**src/rtl/qpm_pkg.sv**
```systemverilog
package qpm_pkg;

  localparam int STS_W = 6;

  localparam logic [7:0] OFF_IMSG0   = 8'h10;
  localparam logic [7:0] OFF_IMSG1   = 8'h14;
  localparam logic [7:0] OFF_OMSG0   = 8'h18;
  localparam logic [7:0] OFF_OMSG1   = 8'h1C;
  localparam logic [7:0] OFF_DB      = 8'h20;
  localparam logic [7:0] OFF_INSTS   = 8'h24;
  localparam logic [7:0] OFF_INMASK  = 8'h28;
  localparam logic [7:0] OFF_OUTSTS  = 8'h30;
  localparam logic [7:0] OFF_OUTMASK = 8'h34;
  localparam logic [7:0] OFF_INPORT  = 8'h40;
  localparam logic [7:0] OFF_OUTPORT = 8'h44;

  localparam logic [31:0] EMPTY_WORD = 32'hFFFF_FFFF;

  typedef enum logic [3:0] {
    RD_NONE, RD_IMSG0, RD_IMSG1, RD_OMSG0, RD_OMSG1, RD_DB,
    RD_INSTS, RD_INMASK, RD_OUTSTS, RD_OUTMASK, RD_INPORT, RD_OUTPORT
  } rdSel_e;

  typedef struct packed {
    logic   popFree;
    logic   pushPost;
    logic   popCmpl;
    logic   pushFree;
    logic   wrIMsg0;
    logic   wrIMsg1;
    logic   wrDb;
    logic   clrInSts;
    logic   clrOutSts;
    logic   wrInMask;
    logic   wrOutMask;
    logic   rdEn;
    rdSel_e rdSel;
  } strobes_t;

endpackage

```
**src/rtl/qpm_fifo.sv**
```systemverilog
module qpm_fifo #(
  parameter int          W       = 32,
  parameter int          DEPTH   = 16,
  parameter bit          PRELOAD = 1'b0,
  parameter logic [W-1:0] BASE   = '0,
  parameter logic [W-1:0] STEP   = '0
) (
  input  logic         clk,
  input  logic         rstN,
  input  logic         push,
  input  logic [W-1:0] pushData,
  input  logic         pop,
  output logic [W-1:0] head,
  output logic         empty,
  output logic         full,
  output logic         dropped
);
  localparam int PTR_W = (DEPTH > 1) ? $clog2(DEPTH) : 1;
  localparam int CNT_W = $clog2(DEPTH + 1);
  localparam logic [CNT_W-1:0] CNT_MAX = CNT_W'(DEPTH);
  localparam logic [PTR_W-1:0] PTR_LAST = PTR_W'(DEPTH - 1);

  logic [W-1:0]     mem [DEPTH];
  logic [PTR_W-1:0] rdPtr, wrPtr;
  logic [CNT_W-1:0] count;
  logic             doPush, doPop;

  assign empty   = (count == '0);
  assign full    = (count == CNT_MAX);
  assign doPush  = push && !full;
  assign doPop   = pop && !empty;
  assign dropped = push && full;
  assign head    = mem[rdPtr];

  function automatic logic [PTR_W-1:0] nextPtr(input logic [PTR_W-1:0] p);
    return (p == PTR_LAST) ? '0 : p + 1'b1;
  endfunction

  always_ff @(posedge clk or negedge rstN) begin
    if (!rstN) begin
      for (int i = 0; i < DEPTH; i++)
        mem[i] <= PRELOAD ? (BASE + STEP * W'(i)) : '0;
      rdPtr <= '0;
      wrPtr <= '0;
      count <= PRELOAD ? CNT_MAX : '0;
    end else begin
      if (doPush) begin
        mem[wrPtr] <= pushData;
        wrPtr      <= nextPtr(wrPtr);
      end
      if (doPop) rdPtr <= nextPtr(rdPtr);
      if (doPush && !doPop)      count <= count + 1'b1;
      else if (doPop && !doPush) count <= count - 1'b1;
    end
  end

  // a push into a full FIFO must not change its fill level
  a_r4_no_overflow: assert property (@(posedge clk) disable iff (!rstN)
    (push && full && !pop) |=> full);
  // popping an empty FIFO leaves it empty
  a_r3_empty_pop: assert property (@(posedge clk) disable iff (!rstN)
    (pop && empty && !push) |=> empty);
  // fill level stays within the storage
  a_r2_count_range: assert property (@(posedge clk) disable iff (!rstN)
    count <= CNT_MAX);

endmodule

```
**src/rtl/qpm_ctrl.sv**
```systemverilog
module qpm_ctrl
  import qpm_pkg::*;
#(
  parameter int ADDR_W = 8
) (
  input  logic              clk,
  input  logic              rstN,
  input  logic [ADDR_W-1:0] busAddr,
  input  logic              busWrEn,
  input  logic              busRdEn,
  output strobes_t          stb
);

  always_comb begin
    stb       = '0;
    stb.rdSel = RD_NONE;
    if (busWrEn) begin
      case (busAddr)
        ADDR_W'(OFF_IMSG0):   stb.wrIMsg0   = 1'b1;
        ADDR_W'(OFF_IMSG1):   stb.wrIMsg1   = 1'b1;
        ADDR_W'(OFF_DB):      stb.wrDb      = 1'b1;
        ADDR_W'(OFF_INSTS):   stb.clrInSts  = 1'b1;
        ADDR_W'(OFF_INMASK):  stb.wrInMask  = 1'b1;
        ADDR_W'(OFF_OUTSTS):  stb.clrOutSts = 1'b1;
        ADDR_W'(OFF_OUTMASK): stb.wrOutMask = 1'b1;
        ADDR_W'(OFF_INPORT):  stb.pushPost  = 1'b1;
        ADDR_W'(OFF_OUTPORT): stb.pushFree  = 1'b1;
        default: ;
      endcase
    end
    if (busRdEn) begin
      stb.rdEn = 1'b1;
      case (busAddr)
        ADDR_W'(OFF_IMSG0):   stb.rdSel = RD_IMSG0;
        ADDR_W'(OFF_IMSG1):   stb.rdSel = RD_IMSG1;
        ADDR_W'(OFF_OMSG0):   stb.rdSel = RD_OMSG0;
        ADDR_W'(OFF_OMSG1):   stb.rdSel = RD_OMSG1;
        ADDR_W'(OFF_DB):      stb.rdSel = RD_DB;
        ADDR_W'(OFF_INSTS):   stb.rdSel = RD_INSTS;
        ADDR_W'(OFF_INMASK):  stb.rdSel = RD_INMASK;
        ADDR_W'(OFF_OUTSTS):  stb.rdSel = RD_OUTSTS;
        ADDR_W'(OFF_OUTMASK): stb.rdSel = RD_OUTMASK;
        ADDR_W'(OFF_INPORT):  begin stb.rdSel = RD_INPORT;  stb.popFree = 1'b1; end
        ADDR_W'(OFF_OUTPORT): begin stb.rdSel = RD_OUTPORT; stb.popCmpl = 1'b1; end
        default: ;
      endcase
    end
  end

  // a single bus write never drives two register actions
  a_r2_single_write: assert property (@(posedge clk) disable iff (!rstN)
    $onehot0({stb.pushPost, stb.pushFree, stb.wrIMsg0, stb.wrIMsg1, stb.wrDb,
              stb.clrInSts, stb.clrOutSts, stb.wrInMask, stb.wrOutMask}));
  // queue pops only come from a read
  a_r3_pop_on_read: assert property (@(posedge clk) disable iff (!rstN)
    (stb.popFree || stb.popCmpl) |-> busRdEn);

endmodule

```
**src/rtl/qpm_datapath.sv**
```systemverilog
module qpm_datapath
  import qpm_pkg::*;
#(
  parameter int          DEPTH     = 16,
  parameter logic [31:0] FREE_BASE = 32'h0000_1000,
  parameter logic [31:0] FREE_STEP = 32'h0000_0100
) (
  input  logic             clk,
  input  logic             rstN,
  input  strobes_t         stb,
  input  logic [31:0]      busWdata,
  output logic [31:0]      busRdata,
  output logic             busRvalid,
  output logic             hostIrq,
  output logic             lclIrq,
  output logic             lclPostValid,
  output logic [31:0]      lclPostHandle,
  output logic             lclPostIsHost,
  output logic [35:0]      lclPostHostAddr,
  input  logic             lclPostPop,
  input  logic             lclCmplPush,
  input  logic [31:0]      lclCmplData,
  output logic [31:0]      lclInMsg0,
  output logic [31:0]      lclInMsg1,
  output logic [31:0]      lclDoorbell,
  input  logic [31:0]      lclDbClr,
  input  logic [STS_W-1:0] lclInStsClr,
  input  logic             lclOutMsgWr,
  input  logic             lclOutMsgSel,
  input  logic [31:0]      lclOutMsgData
);

  logic [31:0] freeHead, postHead, cmplHead;
  logic        freeEmpty, freeFull, freeDrop;
  logic        postEmpty, postFull, postDrop;
  logic        cmplEmpty, cmplFull, cmplDrop;
  logic        postOk, freeOk, pushPost, pushFree, badHandle;

  logic [31:0]      iMsg0, iMsg1, oMsg0, oMsg1, doorbell;
  logic [STS_W-1:0] inSticky, outSticky, inMask, outMask;
  logic [STS_W-1:0] inSts, outSts, inSet, outSet, inClr, outClr;
  logic             echoHit;

  // Handle encoding check
  assign postOk    = busWdata[31] || (busWdata[4:0] == 5'd0);
  assign freeOk    = !busWdata[31] && (busWdata[4:0] == 5'd0);
  assign pushPost  = stb.pushPost && postOk;
  assign pushFree  = stb.pushFree && freeOk;
  assign badHandle = (stb.pushPost && !postOk) || (stb.pushFree && !freeOk);

  qpm_fifo #(.W(32), .DEPTH(DEPTH), .PRELOAD(1'b1), .BASE(FREE_BASE), .STEP(FREE_STEP))
    uFree (.clk(clk), .rstN(rstN), .push(pushFree), .pushData(busWdata), .pop(stb.popFree),
           .head(freeHead), .empty(freeEmpty), .full(freeFull), .dropped(freeDrop));

  qpm_fifo #(.W(32), .DEPTH(DEPTH), .PRELOAD(1'b0), .BASE(32'd0), .STEP(32'd0))
    uPost (.clk(clk), .rstN(rstN), .push(pushPost), .pushData(busWdata), .pop(lclPostPop),
           .head(postHead), .empty(postEmpty), .full(postFull), .dropped(postDrop));

  qpm_fifo #(.W(32), .DEPTH(DEPTH), .PRELOAD(1'b0), .BASE(32'd0), .STEP(32'd0))
    uCmpl (.clk(clk), .rstN(rstN), .push(lclCmplPush), .pushData(lclCmplData), .pop(stb.popCmpl),
           .head(cmplHead), .empty(cmplEmpty), .full(cmplFull), .dropped(cmplDrop));

  // Status composition: sticky events ORed with live conditions
  assign inSts  = {inSticky[5:4], !postEmpty, (doorbell != '0), inSticky[1:0]};
  assign outSts = {1'b0, outSticky[4], !cmplEmpty, outSticky[2:0]};

  assign echoHit = lclOutMsgWr && !lclOutMsgSel && (lclOutMsgData == iMsg0);

  assign inSet  = {badHandle, (postDrop || freeDrop), 2'b00, stb.wrIMsg1, stb.wrIMsg0};
  assign outSet = {1'b0, cmplDrop, 1'b0, echoHit,
                   lclOutMsgWr && lclOutMsgSel, lclOutMsgWr && !lclOutMsgSel};
  assign inClr  = (stb.clrInSts  ? busWdata[STS_W-1:0] : '0) | lclInStsClr;
  assign outClr =  stb.clrOutSts ? busWdata[STS_W-1:0] : '0;

  always_ff @(posedge clk or negedge rstN) begin
    if (!rstN) begin
      iMsg0     <= '0;
      iMsg1     <= '0;
      oMsg0     <= '0;
      oMsg1     <= '0;
      doorbell  <= '0;
      inSticky  <= '0;
      outSticky <= '0;
      inMask    <= '0;
      outMask   <= '0;
    end else begin
      if (stb.wrIMsg0) iMsg0 <= busWdata;
      if (stb.wrIMsg1) iMsg1 <= busWdata;
      if (lclOutMsgWr && !lclOutMsgSel) oMsg0 <= lclOutMsgData;
      if (lclOutMsgWr &&  lclOutMsgSel) oMsg1 <= lclOutMsgData;
      doorbell  <= (doorbell | (stb.wrDb ? busWdata : '0)) & ~lclDbClr;
      inSticky  <= (inSticky  & ~inClr)  | inSet;
      outSticky <= (outSticky & ~outClr) | outSet;
      if (stb.wrInMask)  inMask  <= busWdata[STS_W-1:0];
      if (stb.wrOutMask) outMask <= busWdata[STS_W-1:0];
    end
  end

  // Registered read port
  always_ff @(posedge clk or negedge rstN) begin
    if (!rstN) begin
      busRdata  <= '0;
      busRvalid <= 1'b0;
    end else begin
      busRvalid <= stb.rdEn;
      if (stb.rdEn) begin
        case (stb.rdSel)
          RD_IMSG0:   busRdata <= iMsg0;
          RD_IMSG1:   busRdata <= iMsg1;
          RD_OMSG0:   busRdata <= oMsg0;
          RD_OMSG1:   busRdata <= oMsg1;
          RD_DB:      busRdata <= doorbell;
          RD_INSTS:   busRdata <= 32'(inSts);
          RD_INMASK:  busRdata <= 32'(inMask);
          RD_OUTSTS:  busRdata <= 32'(outSts);
          RD_OUTMASK: busRdata <= 32'(outMask);
          RD_INPORT:  busRdata <= freeEmpty ? EMPTY_WORD : freeHead;
          RD_OUTPORT: busRdata <= cmplEmpty ? EMPTY_WORD : cmplHead;
          default:    busRdata <= '0;
        endcase
      end
    end
  end

  assign hostIrq = |(outSts & ~outMask);
  assign lclIrq  = |(inSts & ~inMask);

  assign lclPostValid    = !postEmpty;
  assign lclPostHandle   = postHead;
  assign lclPostIsHost   = postHead[31];
  assign lclPostHostAddr = {postHead[30:0], 5'b00000};
  assign lclInMsg0       = iMsg0;
  assign lclInMsg1       = iMsg1;
  assign lclDoorbell     = doorbell;

  // a pending completion with its mask bit open raises the host line
  a_r7_cmpl_irq: assert property (@(posedge clk) disable iff (!rstN)
    (!cmplEmpty && !outMask[3]) |-> hostIrq);
  // a dropped post leaves the overflow flag set
  a_r4_ovf_sticky: assert property (@(posedge clk) disable iff (!rstN)
    (postDrop || freeDrop) |=> inSts[4]);
  // a badly encoded handle leaves the error flag set
  a_r5_bad_handle: assert property (@(posedge clk) disable iff (!rstN)
    badHandle |=> inSts[5]);
  // echoing inbound message 0 marks the command complete
  a_r8_echo: assert property (@(posedge clk) disable iff (!rstN)
    echoHit |=> outSts[2]);
  // a live condition survives a W1C write
  a_r10_live_post: assert property (@(posedge clk) disable iff (!rstN)
    (!postEmpty && !lclPostPop) |=> inSts[3]);

endmodule

```
**src/rtl/qport_msg_unit.sv**
```systemverilog
module qport_msg_unit
  import qpm_pkg::*;
#(
  parameter int          ADDR_W    = 8,
  parameter int          DEPTH     = 16,
  parameter logic [31:0] FREE_BASE = 32'h0000_1000,
  parameter logic [31:0] FREE_STEP = 32'h0000_0100
) (
  input  logic              clk,
  input  logic              rstN,
  input  logic [ADDR_W-1:0] busAddr,
  input  logic              busWrEn,
  input  logic [31:0]       busWdata,
  input  logic              busRdEn,
  output logic [31:0]       busRdata,
  output logic              busRvalid,
  output logic              hostIrq,
  output logic              lclIrq,
  output logic              lclPostValid,
  output logic [31:0]       lclPostHandle,
  output logic              lclPostIsHost,
  output logic [35:0]       lclPostHostAddr,
  input  logic              lclPostPop,
  input  logic              lclCmplPush,
  input  logic [31:0]       lclCmplData,
  output logic [31:0]       lclInMsg0,
  output logic [31:0]       lclInMsg1,
  output logic [31:0]       lclDoorbell,
  input  logic [31:0]       lclDbClr,
  input  logic [5:0]        lclInStsClr,
  input  logic              lclOutMsgWr,
  input  logic              lclOutMsgSel,
  input  logic [31:0]       lclOutMsgData
);

  strobes_t stb;

  qpm_ctrl #(.ADDR_W(ADDR_W)) uCtrl (
    .clk(clk), .rstN(rstN), .busAddr(busAddr), .busWrEn(busWrEn),
    .busRdEn(busRdEn), .stb(stb));

  qpm_datapath #(.DEPTH(DEPTH), .FREE_BASE(FREE_BASE), .FREE_STEP(FREE_STEP)) uData (
    .clk(clk), .rstN(rstN), .stb(stb), .busWdata(busWdata),
    .busRdata(busRdata), .busRvalid(busRvalid), .hostIrq(hostIrq), .lclIrq(lclIrq),
    .lclPostValid(lclPostValid), .lclPostHandle(lclPostHandle),
    .lclPostIsHost(lclPostIsHost), .lclPostHostAddr(lclPostHostAddr),
    .lclPostPop(lclPostPop), .lclCmplPush(lclCmplPush), .lclCmplData(lclCmplData),
    .lclInMsg0(lclInMsg0), .lclInMsg1(lclInMsg1), .lclDoorbell(lclDoorbell),
    .lclDbClr(lclDbClr), .lclInStsClr(lclInStsClr), .lclOutMsgWr(lclOutMsgWr),
    .lclOutMsgSel(lclOutMsgSel), .lclOutMsgData(lclOutMsgData));

endmodule

```
**config.mk**
```make
export PLATFORM = sky130hd
export DESIGN_NAME = qport_msg_unit
export DESIGN_NICKNAME = d
export VERILOG_FILES = /design/src/rtl/qpm_pkg.sv /design/src/rtl/qpm_fifo.sv /design/src/rtl/qpm_ctrl.sv /design/src/rtl/qpm_datapath.sv /design/src/rtl/qport_msg_unit.sv
export SDC_FILE = /design/constraint.sdc
export NUM_CORES = 2
export LEC_CHECK = 0
export CORE_ASPECT_RATIO = 0.7
export CORE_UTILIZATION = 50
export DETAILED_ROUTE_END_ITERATION = 6
export HOLD_SLACK_MARGIN = 0.12
export PLACE_DENSITY = 0.76
export SLEW_MARGIN = 20
export SYNTH_ARGS = -nofsm -noshare
export SYNTH_HDL_FRONTEND = slang
export SYNTH_SLANG_ARGS = --single-unit
```
**constraint.sdc**
```tcl
create_clock -name clk -period 3.5 [get_ports clk]
set_clock_uncertainty 0.1 [all_clocks]
set_input_delay 0.7 -clock clk [delete_from_list [all_inputs] [get_ports clk]]
set_output_delay 0.7 -clock clk [all_outputs]
set_load 0.005 [all_outputs]
```
; Yosys cells after proc, flatten, opt, wreduce, memory -nomap -nowiden
; Cells that the tools add are included.
[word_totals]
register_bits = 1792
input_bits = 150
[op_classes]
addsub = 12
n_lt_le_gt_ge = 9
eq_ne = 32
n_mux = 51
bitwise_logic = 20
reduce_logical = 55
[ops]
columns = operator, count
row1 = 512-bit bitwise mux, 3
row2 = 32-bit binary-select mux with 4-bit select, 3
row3 = 32-bit demux with 4-bit select, 3
row4 = 32-bit 2-to-1 mux, 12
row5 = 32-bit case mux with 11 select lines, 1
row6 = 4-bit case mux with 11 select lines, 1
row7 = "4-bit == test, second input constant", 10
row8 = "8-bit by 6-bit == test with 1-bit output, second input constant", 5
row9 = 5-bit 2-to-1 mux, 7
row10 = 32-bit AND, 1
row11 = 32-bit == test, 1
row12 = "8-bit by 5-bit == test with 1-bit output, second input constant", 4
row13 = 32-bit inverter, 1
row14 = 32-bit OR, 1
row15 = 32-bit nonzero test, 1
row16 = "5-bit >= comparator, second input constant", 6
row17 = 4-bit inverter with 5-bit output, 6
row18 = 1-bit logical AND, 26
row19 = "4-bit by 1-bit adder with 4-bit output, second input constant", 6
row20 = 4-bit 2-to-1 mux, 6
row21 = 6-bit inverter, 4
row22 = 5-bit zero test, 4
row23 = 6-bit AND, 3
row24 = "4-bit by 3-bit == test with 1-bit output, second input constant", 4
row25 = other kinds (17), 60

; Depth between registers and ports, before layout
[logic_depth]
ltp_word = 9
mapped_depth = 13
depth_no_buf = 12

; Cells and area by module
; Synthesis repeated with hierarchy kept, for this count alone.
[hier_totals]
hier_cells = 5592
area_unflattened_um2 = 84756.3
[by_module_without_submodules]
columns = module, n_inst, cells_per_inst, area_per_inst_um2, seq_area_each_um2
row1 = qpm_fifo (uData.uFree), 1, 1487, 24698.7, 13198.9
row2 = qpm_fifo (uData.uCmpl), 1, 1487, 24637.4, 13137.6
row3 = qpm_fifo (uData.uPost), 1, 1578, 24438.4, 13137.6
row4 = qpm_datapath, 1, 991, 10694.0, 5330.1
row5 = qpm_ctrl, 1, 49, 287.8, 0.0

; Least setup slack after synthesis
; OpenSTA, ideal clock, no wires.
[synth_path]
kind = in2reg
from = input busAddr[4]
to = register uData.uFree.count[4]
setup_ps = 75
arrival_ps = 3382
path_slack_ps = -58
path_stages = 13
path_cell_list = clkbuf_1 -> nor4b_1 -> nand3_1 -> nor2_1 -> inv_1 -> ha_1 -> inv_1 -> ha_1 -> a21o_1 -> a21oi_1 -> xnor2_1 -> nor2_1 -> xnor2_1
[synth_between]
elab_chain_cells = 8
word_cells_on_any_way = 15
[synth_lines]
columns = item, line
row1 = from (decl), qport_msg_unit.sv:11  ; input logic [ADDR_W-1:0] busAddr,
row2 = 8-bit by 7-bit == test with 1-bit output, qpm_ctrl.sv:18  ; case (busAddr)
row3 = 1-bit 2-to-1 mux, qpm_ctrl.sv:18
row4 = 8-bit 2-to-1 mux, qpm_ctrl.sv:17  ; if (busWrEn) begin
row5 = 1-bit logical AND, qpm_datapath.sv:48  ; assign pushFree = stb.pushFree && freeOk;
row6 = 1-bit logical AND, qpm_fifo.sv:30  ; assign doPush = push && !full;
row7 = 1-bit zero test, qpm_fifo.sv:53  ; else if (doPop && !doPush) count <= count - 1'b1;
row8 = 1-bit logical AND, qpm_fifo.sv:53
row9 = 2-bit nonzero test (no line), -
row10 = to (signal assigned), qpm_fifo.sv:45  ; count <= PRELOAD ? CNT_MAX : '0;
row11 = to (signal assigned), qpm_fifo.sv:52  ; if (doPush && !doPop) count <= count + 1'b1;
row12 = to (signal assigned), qpm_fifo.sv:53
row13 = to (decl), qpm_fifo.sv:25  ; logic [CNT_W-1:0] count;
; Parallel ways exist; a longest one is shown, timed or not.
; A chain may end at the register's enable or synchronous reset.

; Worst setup path after layout
[layout_path]
from = register uData.uPost.rdPtr[0]
to = output lclPostHostAddr[5]
[layout_between]
elab_chain_cells = 4
[layout_lines]
columns = item, line
row1 = from (decl), qpm_fifo.sv:24  ; logic [PTR_W-1:0] rdPtr, wrPtr;
row2 = from (signal assigned), qpm_fifo.sv:51  ; if (doPop) rdPtr <= nextPtr(rdPtr);
row3 = 4-bit inverter with 5-bit output (not written as such), qpm_fifo.sv:33  ; assign head = mem[rdPtr];
row4 = 32-bit binary-select mux with 4-bit select, qpm_fifo.sv:33
row5 = 32-bit 2-to-1 mux (not written as such) (2 in series), qpm_fifo.sv:33
row6 = to (decl), qport_msg_unit.sv:22  ; output logic [35:0] lclPostHostAddr,
; No other way between the ends. The select of a mux whose other input is x is not followed.

==> flow_summary.ini <==
[sta]
maxSlewViolCount = 0
hold_violations = 0
setup-violations-final = 65
fin_setup_tns_ns = -12.77
slew_headroom = 0.284
timing.fmax_ghz = 0.265
holdWs_ns = 0.315
worst_slack_ns = -0.270
fin_crit_ns = 3.77
rsz0062_at_grt = yes
tightest_slew_ns = 1.07
period_share = 1.08

[floorplan]
coreArea_um2 = 161000
rows = 123
dieHeight_um = 339
die_x_um = 484
num_io_pins = 351
start_util = 0.505
die_area_um2 = 164000

[setup_path]
critPathKind = flop to primary output
ff2ff_setup_slack_ns = 0.37
cp-start-kind = flop
arrival_ns = 2.97
cp_data_required_time_ns = 2.70
worstPathMaxFanout = 4
endpoint_kind = primary output

[route]
ant_nets = 0
wl_per_cell_um = 29.9
viasPerCell = 6.28
drt_first_iter_violations = 5020
wl_met3_mm = 20.7
via_count = 50300
wl_met2_mm = 105
drc = 0
drt-met1-wl_mm = 103
highest_layer = met5
firstDrtPassIters = 7
wl_mm = 239

[logic_synthesis]
synth_common_cells = dfrtp_1, mux2_2, mux4_2, clkbuf_1, nand2_1
synth_top_area_share = 0.536
avgSynthCellArea_um2 = 15.5
synth_cell_type_count = 78
synth_seq_cells = 1788
synth_area_um2 = 81200
syn_inst = 5248
ys_warn_count = 0
ys.flop_type = dfrtp_1
seq_area_frac_synth = 0.552
synth_largest_area_cell = dfrtp_1
synth_most_common_cell = dfrtp_1
ys_async_sr_fraction = 1.00
synthTopCellsByArea = dfrtp_1, mux2_2, mux4_2
synth_edf_count = 0

[power_and_ir_drop]
p_leak_uw = 0.0445
peakVddDrop_mv = 0.413
cellPowerDensity_nw_per_um2 = 581

[placement]
port_buffers = 343
gp_congestion = 0.915
dp.cells = 7634
dpl.hpwl_mm = 161
place_area_um2 = 89900

[worst_hold_path]
min_path_type = input pin to flop

[global_route]
grt_pass1_wl_mm = 355
gr-total-overflow = 0
grt_max_degree = 146
grt_usage = 0.294
grt_pass1_vias = 51800
antenna_found_initial = 20

[final_layout]
n_fill_cell = 11900
area_delta_synth_final_pct = 18.3
drive_above_1_share = 0.503
final_area_um2 = 96100
nets = 5912
layout.cells.non_filler = 8004

[clock_network]
clock_latency_ns = 0.83
clockRootBuffer = clkbuf_16
clock_path_buffers = 3
cts_buffers = 171
cts_tree = built
htree_levels = 4
clock_sinks = 1788
clk_pin_slew_ns = 0.07

[outcome]
failed_checks = negative setup slack
status = complete, but fails checks

[flow_run]
drv_cap = 0
worst paths after layout:
| check | start | endpoint | cells after the start |
|---|---|---|---|
| min in group asynchronous | rstN | uData.busRvalid$_DFF_PN0_ | 2 |
| hold / removal | lclDbClr[29] | uData.lclDoorbell[29]$_DFF_PN0_ | 2 |
| setup / recovery | uData.uPost.rdPtr[0]$_DFFE_PN0P_ | lclPostHostAddr[5] | 6 |
| setup reg to reg | uData.uFree.count[0]$_DFFE_PN0P_ | uData.uFree.count[4]$_DFFE_PN1P_ | 12 |
| max in group asynchronous | rstN | uData.uPost.rdPtr[3]$_DFFE_PN0P_ | 3 |
| hold reg to reg | uData.uPost.mem[263]$_DFFE_PN0P_ | uData.uPost.mem[263]$_DFFE_PN0P_ | 1 |
layout make-up:
cell class,instances,area [um2],area share
flip-flops and latches,1788,44800,0.467
multi-input cells,2950,34500,0.359
repair buffers,797,8280,0.0861
clock buffers,256,5060,0.0527
well taps,2125,2660,0.0277
clock inverters,56,634,0.00660
inverters,24,90.1,0.000937
diodes,8,20.0,0.000208
critical path, cell delays in order, from the launching register on:
cell,delay [ns]
dfrtp_4,0.54
buf_6,0.16
buf_8,0.12
buf_6,0.11
mux4_2,0.42
mux4_2,0.61
buf_2,0.18
stage by stage:
step | util | total power (uW) | setup slack (ns)
3_3_place_gp | 0.558 | 35600 | -0.452
5_1_grt | 0.597 | 58000 | -0.325
2_1_floorplan | - | 32100 | 0.117
3_5_place_dp | 0.558 | 36100 | -0.460
6_report | 0.597 | 55900 | -0.270
4_1_cts | 0.597 | 56100 | -0.415
timing repair:
item                                    4_1_cts  5_1_grt
pin swaps                                     1        2
cloned                                        6        0
hold endpoints to repair                    166        0
gates resized for setup                     316       21
endpoints found under the setup margin       67       67
hold buffers                                  1        0
buffers inserted                             41       14
logic make-up (layout without fill, tap and decap cells):
group / after synthesis / in the layout / synth area share
DFF: 1788 / 1788 / 0.552
AOI/OAI and AO/OA: 258 / 258 / 0.0221
and+or+nand+nor: 474 / 474 / 0.0327
buffers and inverters: 514 / 1133 / 0.0280
other: 1 / 13 / 0.0000462
adders and majority gates: 30 / 30 / 0.00490
xor gates and xnor gates: 55 / 55 / 0.00593
muxes: 2128 / 2128 / 0.355
cell usage in the layout, fill, tap and decap left out, drive strengths merged, types with 18 or more instances in the layout:
cell           Yosys  routed
a21oi             63      63
a221oi            18      18
a22oi             79      79
and2              56      56
buf              214     517
clkbuf           276     259
clkdlybuf4s50      0     276
clkinv             0      37
dfrtp           1739    1739
dfstp             49      49
ha                27      27
inv               24      32
mux2            1617    1617
mux2i             72      72
mux4             439     439
nand2            128     128
nand3             57      57
nand4             32      32
nor2              61      61
nor2b             58      58
nor4              21      21
o21ai             28      28
xnor2             34      34
xor2              21      21
power by group:
| part | internal, uW | switching, uW |
|---|---|---|
| Clock | 10700 | 8230 |
| Sequential | 23700 | 1770 |
| Combinational | 6410 | 5060 |
routing by layer:
layer / up-vias / GRT usage
met4: 18 / 0.125
li1: 20500 / -
met1: 27200 / 0.428
met3: 473 / 0.0710
met5: - / 0
met2: 2065 / 0.422
flip-flops by register name, indices dropped and copies added (netlist names), 5 cells and up:
register / count
uData.uCmpl.mem: 512
uData.uFree.mem: 512
uData.uPost.mem: 512
uData.busRdata: 32
uData.lclDoorbell: 32
uData.lclInMsg0: 32
uData.lclInMsg1: 32
uData.oMsg0: 32
uData.oMsg1: 32
uData.inMask: 6
uData.outMask: 6
uData.uCmpl.count: 5
uData.uFree.count: 5
uData.uPost.count: 5
Note: power is estimated with default switching activity, not from simulation.
